## config.mk

```make
export PLATFORM = sky130hd
export DESIGN_NAME = xint_ctrl
export DESIGN_NICKNAME = d
export VERILOG_FILES = /design/src/rtl/xint_pkg.sv /design/src/rtl/xint_sync.sv /design/src/rtl/xint_edge.sv /design/src/rtl/xint_ctrl.sv
export SDC_FILE = /design/constraint.sdc
export NUM_CORES = 1
export LEC_CHECK = 0
export BUFFER_PORTS_ARGS = -buffer_cell sky130_fd_sc_hd__buf_4
export CORE_AREA = 2 2 164 166
export CTS_BUF_LIST = sky130_fd_sc_hd__clkbuf_8
export CTS_CLUSTER_SIZE = 28
export DETAILED_ROUTE_END_ITERATION = 16
export DIE_AREA = 0 0 166 168
export HOLD_SLACK_MARGIN = 0.1
export PLACE_DENSITY = 0.61
export SLEW_MARGIN = 30
export SYNTH_ARGS = -nofsm -noshare
export SYNTH_HDL_FRONTEND = slang
export SYNTH_SLANG_ARGS = --single-unit
```

## constraint.sdc

```tcl
create_clock -name clk -period 3.6 [get_ports clk]
set_input_delay 0.18 -clock clk [delete_from_list [all_inputs] [get_ports clk]]
set_output_delay 0.18 -clock clk [all_outputs]
set_load 0.02 [all_outputs]
```

## src/rtl/xint_pkg.sv

```systemverilog
package xint_pkg;

  localparam int TRIG_W = 4;

  typedef enum logic [TRIG_W-1:0] {
    TRG_LOW  = 4'd0,
    TRG_HIGH = 4'd1,
    TRG_FALL = 4'd2,
    TRG_RISE = 4'd4,
    TRG_BOTH = 4'd6
  } trig_e;

  // Decide whether one line sees an event this cycle.
  function automatic logic trig_hit(logic [TRIG_W-1:0] code, logic now_v, logic was_v);
    logic r;
    case (code)
      TRG_LOW:  r = ~now_v;
      TRG_HIGH: r = now_v;
      TRG_FALL: r = was_v & ~now_v;
      TRG_RISE: r = ~was_v & now_v;
      TRG_BOTH: r = was_v ^ now_v;
      default:  r = 1'b0;
    endcase
    return r;
  endfunction

  // Bit mask covering positions lo..hi inclusive.
  function automatic logic [63:0] span_mask(int lo, int hi);
    logic [63:0] m;
    m = '0;
    for (int b = 0; b < 64; b++) begin
      if (b >= lo && b <= hi) m[b] = 1'b1;
    end
    return m;
  endfunction

endpackage

```

## src/rtl/xint_sync.sv

```systemverilog
module xint_sync #(
  parameter int W      = 24,
  parameter int STAGES = 2,
  parameter bit RST_V  = 1'b1
) (
  input  logic         clk,
  input  logic         rst_n,
  input  logic [W-1:0] d_i,
  output logic [W-1:0] q_o
);
  logic [W-1:0] stg [STAGES];

  always_ff @(posedge clk or negedge rst_n) begin
    if (!rst_n) begin
      for (int s = 0; s < STAGES; s++) stg[s] <= {W{RST_V}};
    end else begin
      stg[0] <= d_i;
      for (int s = 1; s < STAGES; s++) stg[s] <= stg[s-1];
    end
  end

  assign q_o = stg[STAGES-1];
endmodule

```

## src/rtl/xint_edge.sv

```systemverilog
module xint_edge
  import xint_pkg::*;
#(
  parameter int N = 24
) (
  input  logic                clk,
  input  logic                rst_n,
  input  logic [N*TRIG_W-1:0] cfg_i,
  input  logic [N-1:0]        lvl_i,
  output logic [N-1:0]        hit_o
);
  logic [N-1:0] prev_q;

  always_ff @(posedge clk or negedge rst_n) begin
    if (!rst_n) prev_q <= '1;
    else        prev_q <= lvl_i;
  end

  for (genvar i = 0; i < N; i++) begin : g_line
    assign hit_o[i] = trig_hit(cfg_i[i*TRIG_W +: TRIG_W], lvl_i[i], prev_q[i]);
  end
endmodule

```

## src/rtl/xint_ctrl.sv

```systemverilog
module xint_ctrl
  import xint_pkg::*;
#(
  parameter int N         = 24,
  parameter int AW        = 8,
  parameter int DW        = 32,
  parameter int CFG_BASE  = 'h88,
  parameter int MASK_ADDR = 'hA4,
  parameter int PEND_ADDR = 'hA8,
  parameter int N_DIRECT  = 4,
  parameter int MID_HI    = 7,
  parameter int SYNC_STG  = 2
) (
  input  logic                clk,
  input  logic                rst_n,
  input  logic [N-1:0]        pin_i,
  input  logic                bus_sel,
  input  logic                bus_we,
  input  logic [AW-1:0]       bus_addr,
  input  logic [DW-1:0]       bus_wdata,
  output logic [DW-1:0]       bus_rdata,
  output logic [N_DIRECT+1:0] irq_o
);
  localparam int FPR  = DW / TRIG_W;
  localparam int NREG = (N + FPR - 1) / FPR;
  localparam logic [N-1:0] MID_MASK = N'(span_mask(N_DIRECT, MID_HI));
  localparam logic [N-1:0] TOP_MASK = N'(span_mask(MID_HI + 1, N - 1));

  logic [DW-1:0]       cfg_q [NREG];
  logic [N*TRIG_W-1:0] cfg_flat;
  logic [N-1:0]        mask_q, pend_q, lvl_w, evt_w, clr_w, live_w;
  logic                wr_w;

  assign wr_w = bus_sel & bus_we;

  xint_sync #(.W(N), .STAGES(SYNC_STG), .RST_V(1'b1)) u_sync (
    .clk(clk), .rst_n(rst_n), .d_i(pin_i), .q_o(lvl_w)
  );

  for (genvar i = 0; i < N; i++) begin : g_fld
    assign cfg_flat[i*TRIG_W +: TRIG_W] = cfg_q[i / FPR][(i % FPR)*TRIG_W +: TRIG_W];
  end

  xint_edge #(.N(N)) u_edge (
    .clk(clk), .rst_n(rst_n), .cfg_i(cfg_flat), .lvl_i(lvl_w), .hit_o(evt_w)
  );

  always_ff @(posedge clk or negedge rst_n) begin
    if (!rst_n) begin
      for (int j = 0; j < NREG; j++) cfg_q[j] <= '0;
    end else begin
      for (int j = 0; j < NREG; j++)
        if (wr_w && bus_addr == AW'(CFG_BASE + 4*j)) cfg_q[j] <= bus_wdata;
    end
  end

  always_ff @(posedge clk or negedge rst_n) begin
    if (!rst_n)                                        mask_q <= '1;
    else if (wr_w && bus_addr == AW'(MASK_ADDR))       mask_q <= bus_wdata[N-1:0];
  end

  assign clr_w = (wr_w && bus_addr == AW'(PEND_ADDR)) ? bus_wdata[N-1:0] : '0;

  // New events take priority over a simultaneous clear.
  always_ff @(posedge clk or negedge rst_n) begin
    if (!rst_n) pend_q <= '0;
    else        pend_q <= (pend_q & ~clr_w) | evt_w;
  end

  always_comb begin
    bus_rdata = '0;
    if (bus_sel) begin
      if (bus_addr == AW'(MASK_ADDR)) bus_rdata = DW'(mask_q);
      if (bus_addr == AW'(PEND_ADDR)) bus_rdata = DW'(pend_q);
      for (int j = 0; j < NREG; j++)
        if (bus_addr == AW'(CFG_BASE + 4*j)) bus_rdata = cfg_q[j];
    end
  end

  assign live_w = pend_q & ~mask_q;

  for (genvar k = 0; k < N_DIRECT; k++) begin : g_dir
    assign irq_o[k] = live_w[k];
  end
  assign irq_o[N_DIRECT]   = |(live_w & MID_MASK);
  assign irq_o[N_DIRECT+1] = |(live_w & TOP_MASK);
endmodule

```

**Yosys cells after proc, flatten, opt, wreduce, memory -nomap -nowiden**

Index checks and enable logic that the tools add are counted.

- Divide/modulo/power cells: 0
- Multiplexer cells: 31
- Shift-type cells: 0
- Bitwise operators: 126
- Add/sub/neg operators: 0
- Multipliers: 0
- Magnitude comparators: 0
- Reduce and logical (&&, ||, !) cells: 31
- Equal/unequal tests: 101

Operators with widths:

| kind | count |
|---|---|
| $eq 4x3->1 const B | 48 |
| $mux 32 | 5 |
| $pmux 1 s5 | 24 |
| $eq 4x1->1 const B | 24 |
| $eq 4x2->1 const B | 24 |
| $logic_not 4->1 | 24 |
| $and 1x1->1 | 49 |
| $and 24x24->24 | 2 |
| $mux 24 | 2 |
| $not 1->1 | 48 |
| $not 24->24 | 2 |
| $eq 8x8->1 const B | 5 |
| $or 24x24->24 | 1 |
| $xor 1x1->1 | 24 |
| $reduce_or 16->1 | 1 |
| $logic_and 1x1->1 | 5 |
| $reduce_or 4->1 | 1 |

- Memory bits (read-only): 0
- Bits in writable memories: 0
- Latch bits: 0
- Output and inout port bits: 38
- Input bits: 68
- Word-level logic and storage cells: 297
- Memories kept: 0
- Bits in registers: 216

**Longest topological paths before layout**

Gate-level depths: netlist of the first run.

- Depth after elaboration: 7
- Mapped depth: 7
- Mapped depth without buffers: 6

**Modules after synthesis**

A second synthesis of the first run with hierarchy kept.

- Cells, all modules: 973
- Area total of the unflattened synthesis: 11207.0 um^2

By module, submodules not included:

| module | cells each | area each (um^2) | instances | seq. area each (um^2) |
|---|---|---|---|---|
| xint_ctrl | 563 | 6931.6 | 1 | 3633.5 |
| xint_edge | 338 | 2834.0 | 1 | 630.6 |
| xint_sync | 72 | 1441.4 | 1 | 1261.2 |

**Worst setup path before layout of the first run**

OpenSTA, ideal clock, no wires.

- Kind: input to output
- Start point: input port bus_addr[5]
- End point: output port bus_rdata[10]
- Required time: 3.420 ns
- Setup slack: 1.642 ns
- Data arrival time: 1.778 ns
- Buffers on the path: 3
- Stages on the path: 7
- Cell sequence: buf_2 nor4b_4 nand2_1 clkbuf_1 nor2_1 buf_2 a221o_1

- Word-level cells in the longest chain between the ends: 7
- Elaborated cells on any way between the ends: 11
- Those cells by class: eq/ne: 5; mux: 6

Ends and longest elaborated chain:

| element | line | source |
|---|---|---|
| start: declaration | xint_ctrl.sv:19 | `input logic [AW-1:0] bus_addr,` |
| $eq 8x8->1 | xint_ctrl.sv:73 | `if (bus_addr == AW'(MASK_ADDR)) bus_rdata = DW'(mask_q);` |
| $mux 24 | xint_ctrl.sv:73 |  |
| $mux 32 | xint_ctrl.sv:74 | `if (bus_addr == AW'(PEND_ADDR)) bus_rdata = DW'(pend_q);` |
| $mux 32 (2 in a row) | xint_ctrl.sv:76 | `if (bus_addr == AW'(CFG_BASE + 4*j)) bus_rdata = cfg_q[j];` |
| $mux 32 (*) | xint_ctrl.sv:76 |  |
| $mux 32 (*) | xint_ctrl.sv:72 | `if (bus_sel) begin` |
| end: declaration | xint_ctrl.sv:21 | `output logic [DW-1:0] bus_rdata,` |

Every way passes the cells marked *; elsewhere a longest branch is shown, timed or not.

**Worst setup path in the final report of the first run**

- Start point: input port bus_addr[2]
- End point: output port bus_rdata[23]

The elaborated chain is that of the path after synthesis.

==> results_dict.tcl, run 1 <==
set metrics [dict create \
    root_buffer "clkbuf_8" \
    required_ns 3.42 \
    syn-num-nets 1019 \
    critPathSlowestCell "and4_1" \
    p_int_mw 3.96 \
    avgSynthCellArea_sq_um 11.9 \
    max_freq_ghz 0.384 \
    ys_seq_elements 216 \
    drc 0 \
    firstDrtPassIters 5 \
    hp-start "bus_we" \
    hp-class "input port to flop" \
    min_period_over_period_pct 72.4 \
    crit_top_cell "buf_4" \
    overflow 0 \
    finalSetupViolCount 0 \
    start_util_pct 40.8 \
    cp_max_fo 26 \
    rows 60 \
    p_sw_share_pct 24.4 \
    ioPinCount 106 \
    layout_common_cells "inv_1 (129), dfrtp_1 (120), buf_4 (119)" \
    dpl_cell_area_sq_um 12000 \
    dieArea_sq_um 27900 \
    end_kind "primary output" \
    crit_buf_inv 4 \
    cts_resized 0 \
    fin_total_pwr_mw 5.24 \
    grt_max_degree 109 \
    yosysUniqueCellTypes 41 \
    core_sq_um 26400 \
    design_area_sq_um 13300 \
    cap_violations 0 \
    seq_power_share_pct 50.1 \
    clock_path_buffers 3 \
    ir_drop_v 0.000230 \
    dp_hpwl_um 18400 \
    grt_setup_unrepaired "no" \
    comb_power_share_pct 7.8 \
    cp.arrival_ns 2.43 \
    final.setup.tns_ns 0 \
    cp-startpoint "bus_addr[2]" \
    post_cts_buffers 0 \
    numCtsBuffers 39 \
    insertion_delay_ns 0.54 \
    clkPwrFrac_pct 42.1 \
    synth_edf_count 0 \
    status "completed" \
    hold_ws_ns 0.230 \
    slew_headroom_pct 35.7 \
    yosysWarnings 0 \
    grt_pass1_vias 8010 \
    register_area_sq_um 5530 \
    cts_tree "yes" \
    yosysSeqAreaShare_pct 51.3 \
    die_w_um 166 \
    grt_pass1_wl_um 44500 \
    fin_nets 1197 \
    place.gp.congestion 0.786 \
    antenna_found_initial 0 \
    clkSlewWorstSetupHoldPaths_ns 0.05 \
    synthArstFlopShare_pct 100 \
    final_common_cell "inv_1" \
    num_vias 7788 \
    synth_ff_type "dfrtp_1" \
    htree_num_levels 2 \
    drt-total-wl_um 27500 \
    viasPerCell 5.37 \
    numClockSinks 216 \
    fill_cells 2391 \
    drtIter0Drc 351 \
    skew_ns 0.0239 \
    drv_slew 0 \
    grt_usage_pct 20.0 \
    cp_cell_sequence "buf_4 > inv_2 > and4_1 > and2_1 > buf_4 > a221o_1 > buf_4" \
    p_leak_nw 6.28 \
    diodes 0 \
    wl_per_cell_um 19.0 \
    synth.cell_area_sq_um 10800 \
    crit_type "input port to primary output" \
    numPortBuffers 105 \
    cpPeakStageDelay_ns 0.59 \
    tightest_slew_ns 0.963 \
    hold_buffers 57 \
    path_delay_family "buffers and inverters" \
    final_antenna_net_count 0 \
    area_growth_pct 23.4 \
    multi_input_area_sq_um 4670 \
    rr_startpoint "u_sync.q_o[16]" \
    final.min_clock_period_ns 2.61 \
    power_switching_mw 1.28 \
    cp-start-kind "input port" \
    hold_viol 0 \
    synthCells 903 \
    layout-drive-gt1-share_pct 27.5 \
    power.density_nw_per_um2 395 \
    die_y_um 168 \
]
-- flip-flops by register name, summed over array words and instances (netlist names) --
signal and count:
cfg_flat 96, mask_q 24, pend_q 24, u_edge.prev_q 24, u_sync.q_o 24, u_sync.stg 24
-- layout make-up --
type	instances	share of cell area, %
multi-input cells	536	35.1
repair buffers	178	11.3
flip-flops and latches	216	41.6
inverters	110	3.11
well taps	341	3.21
clock buffers	49	5.08
clock inverters	21	0.603
-- Yosys cell counts (all sizes together) (14+ instances only) --
master     n  area share, %
inv      110            3.8
buf       16           0.92
dfrtp    120             28
o21ai     38            1.8
mux2     110             13
a221oi    27            2.2
nor4bb    14            1.3
a311oi    16            1.3
dfstp     96             23
nor3      23            1.1
a221o     28            2.6
xor2      24            2.0
o2bb2ai   24            2.0
ha        48            5.6
clkbuf    25           0.87
nand2     64            2.2
mux2i     32            3.0
nand3     27            1.3
-- cells by family after synthesis --
kind of cell             after synthesis  share of synthesized area, %
AO/OA/AOI/OAI                        148                          10.9
XOR/XNOR                              24                          1.95
adder cells (fa/ha/maj)               48                          5.58
buffers and inverters                151                          5.63
flip-flops                           216                          51.3
multiplexers                         142                          15.5
AND/OR/NAND/NOR                      174                          9.10
-- worst paths after layout --
kind	end	cells past startpoint	slack, ns
max	bus_rdata[23]	7	0.99
min	cfg_flat[91]	3	0.23
max reg2reg	pend_q[16]	5	1.85
min reg2reg	u_sync.q_o[23]	0	0.35
max in group asynchronous	u_sync.q_o[18]	3	2.32
min in group asynchronous	cfg_flat[56]	2	0.32
-- routing by layer --
metal  vias up  share of wire (%)  global-route usage (%)
met3        45                4.5                    3.10
met1      3921                 46                    27.4
met4         0                2.4                    5.82
met5         -                  0                       0
met2       224                 47                    33.1
li1       3598                  -                       -
-- metrics by stage --
| step | instances | worst slack (ns) | utilization, % |
|---|---|---|---|
| CTS | 1451 | 1.04 | 50.4 |
| global placement | 1324 | 1.02 | 45.4 |
| detailed placement | 1324 | 0.951 | 45.4 |
| global route | 1451 | 0.885 | 50.4 |
| finish | 1451 | 0.993 | 50.4 |
| floorplan | 903 | 1.64 | - |
-- worst register-to-register path: stages, from the launching register on --
cell and delay (ns):
dfstp_2 0.56, inv_1 0.05, ha_1 0.27, mux2i_1 0.06
a311oi_1 0.54, o2bb2ai_1 0.15
-- power by group through the flow --
| stage | logic (mW) | registers, mW | clock network, mW |
|---|---|---|---|
| after global routing | 0.457 | 2.64 | 2.39 |
| after detailed placement | 0.365 | 2.67 | 0 |
| final | 0.407 | 2.63 | 2.21 |
| after CTS | 0.416 | 2.63 | 2.28 |
| after floorplan | 0.168 | 2.64 | 0 |
| after global placement | 0.357 | 2.66 | 0 |
(Power assumes the default switching activity.)
==> inputs of run 2 (changes only) <==
--- a/config.mk
+++ b/config.mk
@@ -12,7 +12,7 @@
 export DETAILED_ROUTE_END_ITERATION = 16
 export DIE_AREA = 0 0 166 168
 export HOLD_SLACK_MARGIN = 0.1
-export PLACE_DENSITY = 0.61
+export PLACE_DENSITY = 0.63
 export SLEW_MARGIN = 30
 export SYNTH_ARGS = -nofsm -noshare
 export SYNTH_HDL_FRONTEND = slang
==> constraint.sdc (replaced) <==
create_clock -name clk -period 2.12 [get_ports clk]
set_input_delay 0.106 -clock clk [delete_from_list [all_inputs] [get_ports clk]]
set_output_delay 0.106 -clock clk [all_outputs]
set_load 0.02 [all_outputs]
==> run 2 against run 1 <==
- via count rose by 0.35%
- die area did not move
- global-route usage rose by 0.12 points
- utilization rose by 1.1 points
- critical endpoint is now bus_rdata[8]
==> results_dict.tcl, run 2 (synthesized netlist as in run 1, its figures left out) <==
set metrics [dict create \
    dieArea_sq_um 27900 \
    drv_slew 0 \
    hp-class "input port to asynchronous set/reset pin" \
    clock_path_buffers 3 \
    numClockSinks 216 \
    p_leak_nw 6.41 \
    final_antenna_net_count 0 \
    cpPeakStageDelay_ns 0.55 \
    area_growth_pct 26.2 \
    place_ws_ns 0.222 \
    dpl_cell_area_sq_um 12300 \
    tightest_slew_ns 0.561 \
    slew_headroom_pct 62.6 \
    numPortBuffers 105 \
    seq_power_share_pct 49.7 \
    firstDrtPassIters 4 \
    end_kind "primary output" \
    grt_setup_unrepaired "no" \
    hold_viol 0 \
    power.density_nw_per_um2 661 \
    hold_ws_ns 0.157 \
    required_ns 2.01 \
    drc 0 \
    power_switching_mw 2.22 \
    min_period_over_period_pct 96.4 \
    cap_violations 0 \
    status "completed" \
    clkSlewWorstSetupHoldPaths_ns 0.06 \
    skew_ns 0.0119 \
    ir_drop_v 0.000494 \
    setup_ws_ns 0.0771 \
    core_sq_um 26400 \
    cp-start-kind "flop" \
    die_y_um 168 \
    finalSetupViolCount 0 \
    start_util_pct 40.8 \
    ioPinCount 106 \
    root_buffer "clkbuf_8" \
    final.setup.tns_ns 0 \
    wl_per_cell_um 18.9 \
    cp_max_fo 3 \
    clkPwrFrac_pct 42.2 \
    drtIter0Drc 433 \
    rows 60 \
    grt_usage_pct 20.1 \
    comb_power_share_pct 8.1 \
    p_int_mw 6.76 \
    largest_reg_flops 96 \
    die_w_um 166 \
    viasPerCell 5.32 \
    overflow 0 \
    critPathSlowestCell "dfstp_2" \
    crit_type "flop to primary output" \
    numCtsBuffers 38 \
    layout_common_cells "inv_1 (126), buf_4 (126), dfrtp_1 (120)" \
    post_cts_buffers 0 \
    design_area_sq_um 13600 \
    drt-total-wl_um 27800 \
    place.gp.congestion 0.806 \
    fin_nets 1215 \
    num_vias 7815 \
    p_sw_share_pct 24.7 \
    grt_pass1_wl_um 44700 \
    antenna_found_initial 0 \
    max_freq_ghz 0.489 \
    htree_num_levels 2 \
    layout-drive-gt1-share_pct 29.0 \
    insertion_delay_ns 0.53 \
    cp_cell_sequence "nand3_1 > a221oi_1 > a221o_1 > buf_4" \
    grt_pass1_vias 8007 \
    dp_hpwl_um 18800 \
    diodes 0 \
    cts_tree "yes" \
    grt_max_degree 75 \
    final.min_clock_period_ns 2.04 \
    cp.arrival_ns 1.94 \
]
[run 2: changes by cell type in the layout (fill, tap and decap cells not counted), sizes merged]
cell and change:
buf +19, clkinv +3, inv -3
[run 2: repair_timing]
action                    4_1_cts  5_1_grt
hold endpoints to repair      322        0
hold buffers                   57        0
resized for setup               0        0
[run 2: power by group through the flow]
stage                     Sequential (mW)  Combinational, mW  Clock (mW)
final                                4.46              0.727        3.79
after detailed placement             4.53              0.652           0
after floorplan                      4.49              0.285           0
after CTS                            4.46              0.738        3.90
after global routing                 4.48              0.809        4.09
after global placement               4.52              0.634           0
[run 2: path summary, 6_finish.rpt]
kind,depth (start not counted),to,start,slack [ns]
max reg2reg,5,pend_q[16],u_sync.q_o[16],0.43
min,2,cfg_flat[24],rst_n,0.16
min in group clk,2,u_sync.stg[47],pin_i[23],0.22
max in group asynchronous,3,u_sync.stg[42],rst_n,1.21
min reg2reg,0,u_sync.q_o[10],u_sync.stg[34],0.35
max,4,bus_rdata[8],mask_q[8],0.08
[run 2: cell type report]
class / count / area, sq um
fill: 2331 / 12800
sequential: 216 / 5530
multi-input combinational: 536 / 4670
timing repair buffer: 197 / 1790
clock buffer: 49 / 674
tap: 341 / 427
inverter: 110 / 413
clock inverter: 21 / 87.6
[run 2: worst max-delay path, delay by kind of cell (launching register included)]
| kind | cells | cell delay, ns |
|---|---|---|
| AO/OA/AOI/OAI | 2 | 0.65 |
| flip-flops | 1 | 0.55 |
| buffers and inverters | 1 | 0.14 |
| AND/OR/NAND/NOR | 1 | 0.07 |
[run 2: per-stage QoR]
step	power, mW	instances	util [%]
6_report	8.98	1470	51.6
5_1_grt	9.38	1470	51.6
4_1_cts	9.10	1470	51.6
3_5_place_dp	5.18	1343	46.5
3_3_place_gp	5.15	1343	46.5
2_1_floorplan	4.77	903	-
[run 2: metal layers]
metal	part of all wire (%)	up-vias	track usage (%)
li1	-	3629	-
met1	45	3878	27.4
met2	46	247	32.1
met3	6.1	61	4.23
met4	2.8	0	6.99
met5	0	-	0
==> inputs of run 3 (changes only) <==
--- a/config.mk
+++ b/config.mk
@@ -12,7 +12,7 @@
 export DETAILED_ROUTE_END_ITERATION = 16
 export DIE_AREA = 0 0 166 168
 export HOLD_SLACK_MARGIN = 0.1
-export PLACE_DENSITY = 0.63
+export PLACE_DENSITY_LB_ADDON = 0.1
 export SLEW_MARGIN = 30
 export SYNTH_ARGS = -nofsm -noshare
 export SYNTH_HDL_FRONTEND = slang
==> run 3 against run 2 <==
- total power grew 3.7%
- clock power grew 8.7%
- final cell count is the same
- clock skew grew 0.0011 ns
==> results_dict.tcl, run 3 (synthesized netlist as in run 1, its figures left out) <==
set metrics [dict create \
    final_common_cell "inv_1" \
    r2r_setup_slack_ns 0.37 \
    rr_startpoint "u_sync.q_o[6]" \
    numPortBuffers 105 \
    hp-class "input port to asynchronous set/reset pin" \
    final_util_pct 51.8 \
    dp_hpwl_um 19100 \
    final.min_clock_period_ns 2.08 \
    die_y_um 168 \
    clock_path_buffers 3 \
    final_antenna_net_count 0 \
    finalSetupViolCount 0 \
    min_period_over_period_pct 98.3 \
    htree_num_levels 2 \
    setup_ws_ns 0.0357 \
    cp_max_fo 2 \
    place.gp.congestion 0.771 \
    firstDrtPassIters 5 \
    root_buffer "clkbuf_8" \
    end_kind "primary output" \
    drtIter0Drc 375 \
    fin_nets 1213 \
    dpl_cell_area_sq_um 12200 \
    layout-drive-gt1-share_pct 29.3 \
    grt_max_degree 69 \
    layout_common_cells "inv_1 (124), dfrtp_1 (120), buf_4 (120)" \
    start_util_pct 40.8 \
    status "completed" \
    slew_headroom_pct 61.2 \
    dieArea_sq_um 27900 \
    area_growth_pct 26.8 \
    skew_ns 0.0130 \
    place_ws_ns 0.208 \
    drv_slew 0 \
    numCtsBuffers 41 \
    num_vias 7868 \
    viasPerCell 5.35 \
    cp.arrival_ns 1.98 \
    overflow 0 \
    required_ns 2.01 \
    cp-start-kind "flop" \
    grt_setup_unrepaired "no" \
    cts_tree "yes" \
    power.density_nw_per_um2 682 \
    grt_pass1_wl_um 46000 \
    post_cts_buffers 0 \
    drc 0 \
    ioPinCount 106 \
    cap_violations 0 \
    antenna_found_initial 0 \
    tightest_slew_ns 0.582 \
    insertion_delay_ns 0.54 \
    grt_pass1_vias 8009 \
    rr_worst_depth 7 \
    max_freq_ghz 0.480 \
    grt_usage_pct 20.9 \
    largest_reg_flops 96 \
    hold_viol 0 \
    clkSlewWorstSetupHoldPaths_ns 0.06 \
    numClockSinks 216 \
    design_area_sq_um 13600 \
    rows 60 \
    reg2reg_to "pend_q[6]" \
    final.setup.tns_ns 0 \
    core_sq_um 26400 \
    diodes 0 \
    wl_per_cell_um 19.7 \
    p_leak_nw 6.43 \
    crit_type "flop to primary output" \
    ir_drop_v 0.000669 \
    die_w_um 166 \
    drt-total-wl_um 28900 \
]
[run 3: cell types whose count changed in the layout (fill, tap and decap cells not counted), sizes merged]
cell | before | now
inv | 127 | 125
bufinv | 0 | 1
clkinv | 4 | 6
buf | 140 | 135
clkbuf | 49 | 52
clkinvlp | 0 | 1
[run 3: area by class of cell]
| cell class | count | area, sq um |
|---|---|---|
| Tap cell | 341 | 427 |
| Timing Repair Buffer | 192 | 1770 |
| Clock inverter | 23 | 124 |
| Sequential cell | 216 | 5530 |
| Inverter | 110 | 413 |
| Multi-Input combinational cell | 536 | 4680 |
| Fill cell | 2364 | 12700 |
| Clock buffer | 52 | 716 |
[run 3: per-layer routing]
| layer | global-route usage [%] | up-vias | share of wire, % |
|---|---|---|---|
| li1 | - | 3630 | - |
| met1 | 29.1 | 3986 | 47 |
| met2 | 33.7 | 201 | 46 |
| met3 | 3.62 | 51 | 4.8 |
| met4 | 5.97 | 0 | 2.2 |
| met5 | 0 | - | 0 |
[run 3: worst max-delay path, cell delays in order (launching register included)]
cell	delay [ns]
dfstp_2	0.53
inv_1	0.05
a221oi_1	0.39
nand4_1	0.23
buf_4	0.22
[run 3: worst max-delay path by stage]
stage	end	start	slack, ns
floorplan	cfg_flat[33]	bus_addr[5]	0.27
global placement	cfg_flat[32]	bus_addr[1]	0.23
detailed placement	cfg_flat[32]	bus_addr[4]	0.21
CTS	irq_o[5]	mask_q[21]	0.03
global route	irq_o[5]	mask_q[21]	0.02
finish	irq_o[5]	mask_q[21]	0.04
[run 3: repair_timing]
action                                  4_1_cts  5_1_grt
endpoints found under the setup margin        0        2
hold buffers                                 57        0
resized for setup                             0        2
hold endpoints to repair                    309        0
[run 3: metrics by stage]
| step | instances | power, mW | hold slack [ns] |
|---|---|---|---|
| floorplan | 903 | 4.77 | -0.190 |
| global placement | 1338 | 5.17 | 0.117 |
| detailed placement | 1338 | 5.18 | 0.122 |
| CTS | 1470 | 9.45 | 0.124 |
| global route | 1470 | 9.75 | 0.157 |
| finish | 1470 | 9.31 | 0.132 |
[run 3: power breakdown]
part	switching (mW)	internal (mW)	total [mW]	leakage, nW
clock	1.79	2.32	4.12	0.492
sequential	0.128	4.33	4.46	2.55
combinational	0.373	0.356	0.729	3.39
